## src/rtl/apbq_pkg.sv

```systemverilog
package apbq_pkg;
    // Target of the current APB access after address decode.
    typedef enum logic [1:0] {
        TGT_IDLE = 2'd0,
        TGT_DATA = 2'd1,
        TGT_STAT = 2'd2,
        TGT_BAD  = 2'd3
    } apbq_tgt_e;
endpackage

```

## src/rtl/apbq_store.sv

```systemverilog
module apbq_store #(
    parameter int DEPTH = 4,
    parameter int DW    = 32,
    localparam int PW   = (DEPTH > 1) ? $clog2(DEPTH) : 1
) (
    input  logic          clk,
    input  logic          rst_n,
    input  logic          wr_en,
    input  logic [PW-1:0] wr_idx,
    input  logic [DW-1:0] wr_data,
    input  logic [PW-1:0] rd_idx,
    output logic [DW-1:0] rd_data
);
    logic [DW-1:0] mem_q [DEPTH];
    logic [DW-1:0] mem_d [DEPTH];

    for (genvar i = 0; i < DEPTH; i++) begin : g_entry
        always_comb begin
            mem_d[i] = mem_q[i];
            if (wr_en && (wr_idx == PW'(i))) begin
                mem_d[i] = wr_data;
            end
        end

        always_ff @(posedge clk or negedge rst_n) begin
            if (!rst_n) begin
                mem_q[i] <= '0;
            end else begin
                mem_q[i] <= mem_d[i];
            end
        end
    end

    assign rd_data = mem_q[rd_idx];
endmodule

```

## src/rtl/apbq_fifo_ctl.sv

```systemverilog
module apbq_fifo_ctl #(
    parameter int DEPTH = 4,
    localparam int PW   = (DEPTH > 1) ? $clog2(DEPTH) : 1,
    localparam int CW   = $clog2(DEPTH + 1)
) (
    input  logic          clk,
    input  logic          rst_n,
    input  logic          push,
    input  logic          pop_ready,
    output logic          not_empty,
    output logic          full,
    output logic [CW-1:0] level,
    output logic [PW-1:0] wr_idx,
    output logic [PW-1:0] rd_idx,
    output logic          pop
);
    localparam logic [PW-1:0] LAST_IDX  = PW'(DEPTH - 1);
    localparam logic [CW-1:0] FULL_CNT  = CW'(DEPTH);

    typedef struct packed {
        logic [PW-1:0] wr;
        logic [PW-1:0] rd;
        logic [CW-1:0] cnt;
    } ctl_t;

    ctl_t st_d, st_q;

    function automatic logic [PW-1:0] step(input logic [PW-1:0] p);
        return (p == LAST_IDX) ? '0 : p + 1'b1;
    endfunction

    assign not_empty = (st_q.cnt != '0);
    assign full      = (st_q.cnt == FULL_CNT);
    assign level     = st_q.cnt;
    assign wr_idx    = st_q.wr;
    assign rd_idx    = st_q.rd;
    assign pop       = not_empty && pop_ready;

    always_comb begin
        st_d = st_q;
        if (push) begin
            st_d.wr = step(st_q.wr);
        end
        if (pop) begin
            st_d.rd = step(st_q.rd);
        end
        unique case ({push, pop})
            2'b10:   st_d.cnt = st_q.cnt + 1'b1;
            2'b01:   st_d.cnt = st_q.cnt - 1'b1;
            default: st_d.cnt = st_q.cnt;
        endcase
    end

    always_ff @(posedge clk or negedge rst_n) begin
        if (!rst_n) begin
            st_q <= '0;
        end else begin
            st_q <= st_d;
        end
    end


    no_overflow_chk: assert property (@(posedge clk) disable iff (!rst_n)
        push |-> (st_q.cnt != FULL_CNT) || pop_ready);


    count_range_chk: assert property (@(posedge clk) disable iff (!rst_n)
        st_q.cnt <= FULL_CNT);


    push_when_full_chk: assert property (@(posedge clk) disable iff (!rst_n)
        (st_q.cnt == FULL_CNT) |-> !push);
endmodule

```

## src/rtl/apbq_apb_slave.sv

```systemverilog
module apbq_apb_slave
    import apbq_pkg::*;
#(
    parameter int AW             = 8,
    parameter int DW             = 32,
    parameter int CW             = 3,
    parameter logic [AW-1:0] DATA_OFS = 'h0,
    parameter logic [AW-1:0] STAT_OFS = 'h4
) (
    input  logic          clk,
    input  logic          rst_n,
    input  logic          psel,
    input  logic          penable,
    input  logic          pwrite,
    input  logic [AW-1:0] paddr,
    input  logic [DW-1:0] pwdata,
    input  logic          full,
    input  logic [CW-1:0] level,
    output logic          pready,
    output logic [DW-1:0] prdata,
    output logic          pslverr,
    output logic          push
);
    apbq_tgt_e tgt;
    logic      access;
    logic      data_wr;

    always_comb begin
        if (!psel) begin
            tgt = TGT_IDLE;
        end else if (paddr == DATA_OFS) begin
            tgt = TGT_DATA;
        end else if (paddr == STAT_OFS) begin
            tgt = TGT_STAT;
        end else begin
            tgt = TGT_BAD;
        end
    end

    assign access  = psel && penable;
    assign data_wr = access && pwrite && (tgt == TGT_DATA);

    always_comb begin
        pready  = access && !(data_wr && full);
        push    = data_wr && !full;
        pslverr = access && (tgt == TGT_BAD);
        prdata  = '0;
        if (access && !pwrite && (tgt == TGT_STAT)) begin
            prdata = {{(DW-CW){1'b0}}, level};
        end
    end


    push_on_done_chk: assert property (@(posedge clk) disable iff (!rst_n)
        push |-> pready);


    push_once_chk: assert property (@(posedge clk) disable iff (!rst_n)
        push |=> !push);


    held_wait_chk: assert property (@(posedge clk) disable iff (!rst_n)
        (access && !pready) |=> psel && penable && $stable(paddr) && $stable(pwdata));


    err_on_done_chk: assert property (@(posedge clk) disable iff (!rst_n)
        pslverr |-> pready && !push);
endmodule

```

## src/rtl/apbq_bridge.sv

```systemverilog
module apbq_bridge #(
    parameter int AW    = 8,
    parameter int DW    = 32,
    parameter int DEPTH = 4,
    parameter logic [AW-1:0] DATA_OFS = 'h0,
    parameter logic [AW-1:0] STAT_OFS = 'h4
) (
    input  logic          clk,
    input  logic          rst_n,
    input  logic          psel,
    input  logic          penable,
    input  logic          pwrite,
    input  logic [AW-1:0] paddr,
    input  logic [DW-1:0] pwdata,
    output logic          pready,
    output logic [DW-1:0] prdata,
    output logic          pslverr,
    output logic          out_valid,
    input  logic          out_ready,
    output logic [DW-1:0] out_data
);
    localparam int PW = (DEPTH > 1) ? $clog2(DEPTH) : 1;
    localparam int CW = $clog2(DEPTH + 1);

    logic          push;
    logic          pop;
    logic          full;
    logic [CW-1:0] level;
    logic [PW-1:0] wr_idx;
    logic [PW-1:0] rd_idx;

    apbq_apb_slave #(
        .AW(AW), .DW(DW), .CW(CW), .DATA_OFS(DATA_OFS), .STAT_OFS(STAT_OFS)
    ) i_slave (
        .clk(clk), .rst_n(rst_n),
        .psel(psel), .penable(penable), .pwrite(pwrite),
        .paddr(paddr), .pwdata(pwdata),
        .full(full), .level(level),
        .pready(pready), .prdata(prdata), .pslverr(pslverr),
        .push(push)
    );

    apbq_fifo_ctl #(.DEPTH(DEPTH)) i_ctl (
        .clk(clk), .rst_n(rst_n),
        .push(push), .pop_ready(out_ready),
        .not_empty(out_valid), .full(full), .level(level),
        .wr_idx(wr_idx), .rd_idx(rd_idx), .pop(pop)
    );

    apbq_store #(.DEPTH(DEPTH), .DW(DW)) i_store (
        .clk(clk), .rst_n(rst_n),
        .wr_en(push), .wr_idx(wr_idx), .wr_data(pwdata),
        .rd_idx(rd_idx), .rd_data(out_data)
    );


    head_hold_chk: assert property (@(posedge clk) disable iff (!rst_n)
        (out_valid && !out_ready) |=> out_valid && $stable(out_data));


    pop_only_valid_chk: assert property (@(posedge clk) disable iff (!rst_n)
        pop |-> out_valid);
endmodule

```

## config.mk

```make
export PLATFORM = sky130hd
export DESIGN_NAME = apbq_bridge
export DESIGN_NICKNAME = d
export VERILOG_FILES = /design/src/rtl/apbq_pkg.sv /design/src/rtl/apbq_store.sv /design/src/rtl/apbq_fifo_ctl.sv /design/src/rtl/apbq_apb_slave.sv /design/src/rtl/apbq_bridge.sv
export SDC_FILE = /design/constraint.sdc
export NUM_CORES = 1
export LEC_CHECK = 0
export CAP_MARGIN = 20
export CORE_MARGIN = 5
export CORE_UTILIZATION = 45
export DETAILED_ROUTE_END_ITERATION = 8
export PLACE_DENSITY_LB_ADDON = 0.1
export SLEW_MARGIN = 15
export SYNTH_ARGS = -nofsm -noshare
export SYNTH_HDL_FRONTEND = slang
export SYNTH_SLANG_ARGS = --single-unit
```

## constraint.sdc

```tcl
create_clock -name clk -period 2 [get_ports clk]
set_input_delay 0.2 -clock clk [delete_from_list [all_inputs] [get_ports clk]]
set_output_delay 0.2 -clock clk [all_outputs]
set_load 0.05 [all_outputs]
```

==> metrics.md, run 1 <==
| Metric | Value |
|---|---|
| Placeable Area | 0.0151 sq mm |
| Initial antenna violation count | 0 |
| Mean Syn Cell Area | 17.2 sq um |
| Synth cell types | 31 |
| Status | complete, no violations |
| H-tree Lvls | 4 |
| Synth warn | 0 |
| Pwr Density | around 830 mW/mm^2 |
| N_diodes | 0 |
| Crit path kind | reg2out |
| Wirelength, routed | 14.0 mm |
| GR Overflow Total | 0 |
| Worst setup EP type | output port |
| Vias in the first global route | 4287 |
| Crit path max-delay family | multiplexers |
| Input/output buffers | 83 |
| Dpl cell area | 0.00836 sq mm |
| Async set-reset flop share out of synthesis | 100% |
| Chip width | 133 um |
| CP arrival | 1.78 ns |
| MaxCap Viol Count | 0 |
| CP Max Fanout | 16 |
| # IOs | roughly 110 |
| TritonCTS clock tree | done |
| Global placer's final weighted congestion | 0.726 |
| Sequential-to-total area share from yosys stat | between 40% and 50% |
| Worst r2r path cells | 6 |
| Layout cells sized above 1 | 55.8% |
| # rows | between 40 and 50 |
| Max-slew violations | 0 |
| Peak supply drop | approximately 0.84 mV |
| Main flop type after synthesis | dfrtp_1 |
| Hpwl dp | 9.52 mm |
| First-pass GRT wire length | ~23 mm |
| Top achievable clock speed | 506 MHz |
| CP peak stage delay | between 0.5 and 0.6 ns |
| Wire per inst | 19.4 um |
| Crit path top cell by count | buf_12 |
| FF+latch count, synth | 135 |
| CTS Buffer Depth | 2 |
| Clock root buffer | clkbuf_16 |
| Leakage | 4.22 nW |
| Initial drt markers | 131 |
| Critical path depth | 3 |
| Largest net degree at the start of global routing | 51 |
| Worst-Skew Late Latency | a little over 0.4 ns |
| Final min period | around 2 ns |
| Final period utilization | 98.8% |
| Unrepaired setup endpoints after global routing | true |
| Nets | 578 |
| DRC violations left | 0 |
| Cell Chain, Critical Path | buf_12, mux4_2, buf_12 |
| Sink Count | 135 |
| Post-synth EDFFs | 0 |
| Final hold violations | 0 |
| Area delta synth->final | 32.3% |
| CP bufs+invs | 2 |
| Slowest cell on the critical path | mux4_2 |
| Skew final | ~0.0097 ns |
| Critical Path Source Type | flip-flop |
| Final setup viols | 0 |
| CTS Buf Count | 17 |
| Via count | 3705 |
| DIE HEIGHT | 133 um |
| Post-Synthesis Cells | 398 |
| Final Util | 60.1% |
| Initial core utilization | 45.4% |
| Design area | 0.00907 sq mm |
| Final ANT Viol Nets | 0 |
| Min-delay worst type | in2async |
| 1st-pass router iterations | 4 |
| Clk slew on worst S/H paths | about 0.060 ns |
| CP required | between 1.5 and 2 ns |
| Netlist Area Pre-Place | 0.00686 sq mm |
| GRT Overall Usage | 16.7% |
| Post-DR vias/cell | 5.12 |
| Die Area | 0.0178 sq mm |
state kept, by name, indices dropped and copies added (netlist names):
name,count
i_store.mem_q,128
i_ctl.wr_idx,2
i_ctl.rd_idx,2
i_ctl.level,3
metal layers:
layer	GRT usage, %	routed length [um]
met5	0	0
met4	4.63	120
met3	4.80	594
met2	26.5	6840
met1	22.7	6470
report_power, final:
part	total, mW	internal [mW]	switching, mW
Combinational	1.50	0.714	0.787
Clock	3.12	2.00	1.12
Sequential	2.94	2.81	0.132
cells in the mapped netlist (4+ instances only):
cell type / n / area, sq um
mux4_2: 32 / 721
nor2_1: 5 / 18.8
dfrtp_1: 135 / 3380
buf_6: 13 / 146
buf_4: 29 / 218
inv_1: 6 / 22.5
mux2_4: 120 / 1800
nand4b_1: 4 / 35.0
ha_1: 6 / 75.1
nor4_4: 4 / 85.1
clkbuf_1: 5 / 18.8
mux2_2: 12 / 135
metrics by stage:
step | setup WS [ns] | setup TNS, ns | power [mW] | hold slack (ns) | cells
after floorplan | -0.216 | -0.422 | 3.91 | -0.0956 | 426
after global placement | -0.519 | -58.60 | 4.48 | 0.177 | 691
after detailed placement | -0.559 | -61.94 | 4.50 | 0.178 | 691
after CTS | -0.0191 | -0.0695 | 7.68 | 0.300 | 724
after global routing | -0.0521 | -0.352 | 7.88 | 0.356 | 724
final | 0.0234 | 0 | 7.56 | 0.306 | 724
cells in the final DEF, fill, tap and decap left out, drive strengths merged, types with 6 or more instances in the layout:
| cell type | instances |
|---|---|
| dfrtp | 135 |
| inv | 6 |
| clkbuf | 23 |
| mux2 | 132 |
| mux4 | 32 |
| clkdlybuf4s50 | 36 |
| conb | 29 |
| ha | 6 |
| nor4 | 6 |
| buf | 85 |
path summary, 6_finish.rpt:
| kind | startpoint | end | slack (ns) |
|---|---|---|---|
| max | i_ctl.rd_idx[0] | out_data[2] | 0.02 |
| min | rst_n | i_store.mem_q[79] | 0.31 |
| max reg2reg | i_ctl.level[1] | i_ctl.level[1] | 0.07 |
| min reg2reg | i_store.mem_q[25] | i_store.mem_q[25] | 0.50 |
| max in group asynchronous | rst_n | i_ctl.wr_idx[1] | 1.08 |
| min in group clk | paddr[4] | i_ctl.level[0] | 0.36 |
area by class of cell:
| cell class | count | area, sq um |
|---|---|---|
| fillers | 1191 | 6010 |
| repair buffers | 131 | 1630 |
| flip-flops and latches | 135 | 3380 |
| multi-input cells | 234 | 3210 |
| clock inverters | 9 | 126 |
| inverters | 6 | 22.5 |
| clock buffers | 21 | 460 |
| well taps | 188 | 235 |
what timing repair did:
action	CTS	global route
setup endpoints to repair	126	121
buffers inserted	2	0
resized for setup	19	20
pin swaps	8	3
hold buffers	1	0
endpoints found under the hold margin	46	0
worst reg2reg max path: cells and delay by family (launching register included):
kind                     cells  cell delay (ns)
AND/OR/NAND/NOR              2             0.61
adder cells (fa/ha/maj)      2             0.60
flip-flops                   1             0.46
multiplexers                 1             0.14
buffers and inverters        1             0.05
logic make-up after synthesis:
family                   after synthesis  synth area share, %
XOR/XNOR                               3                0.383
AO/OA/AOI/OAI                          1               0.0729
flip-flops                           135                 49.3
buffers and inverters                 57                 6.18
multiplexers                         165                 38.9
other                                  1               0.0547
adder cells (fa/ha/maj)                7                 1.39
AND/OR/NAND/NOR                       29                 3.76
Power figures use the tool's default switching activity.
==> run 2: changes to the inputs <==
--- a/config.mk
+++ b/config.mk
@@ -9,6 +9,7 @@
 export CORE_MARGIN = 5
 export CORE_UTILIZATION = 45
 export DETAILED_ROUTE_END_ITERATION = 8
+export GPL_ROUTABILITY_DRIVEN = 0
 export PLACE_DENSITY_LB_ADDON = 0.1
 export SLEW_MARGIN = 15
 export SYNTH_ARGS = -nofsm -noshare
==> results of run 2 <==
Final layout, timing and power as in run 1 (identical DEF).
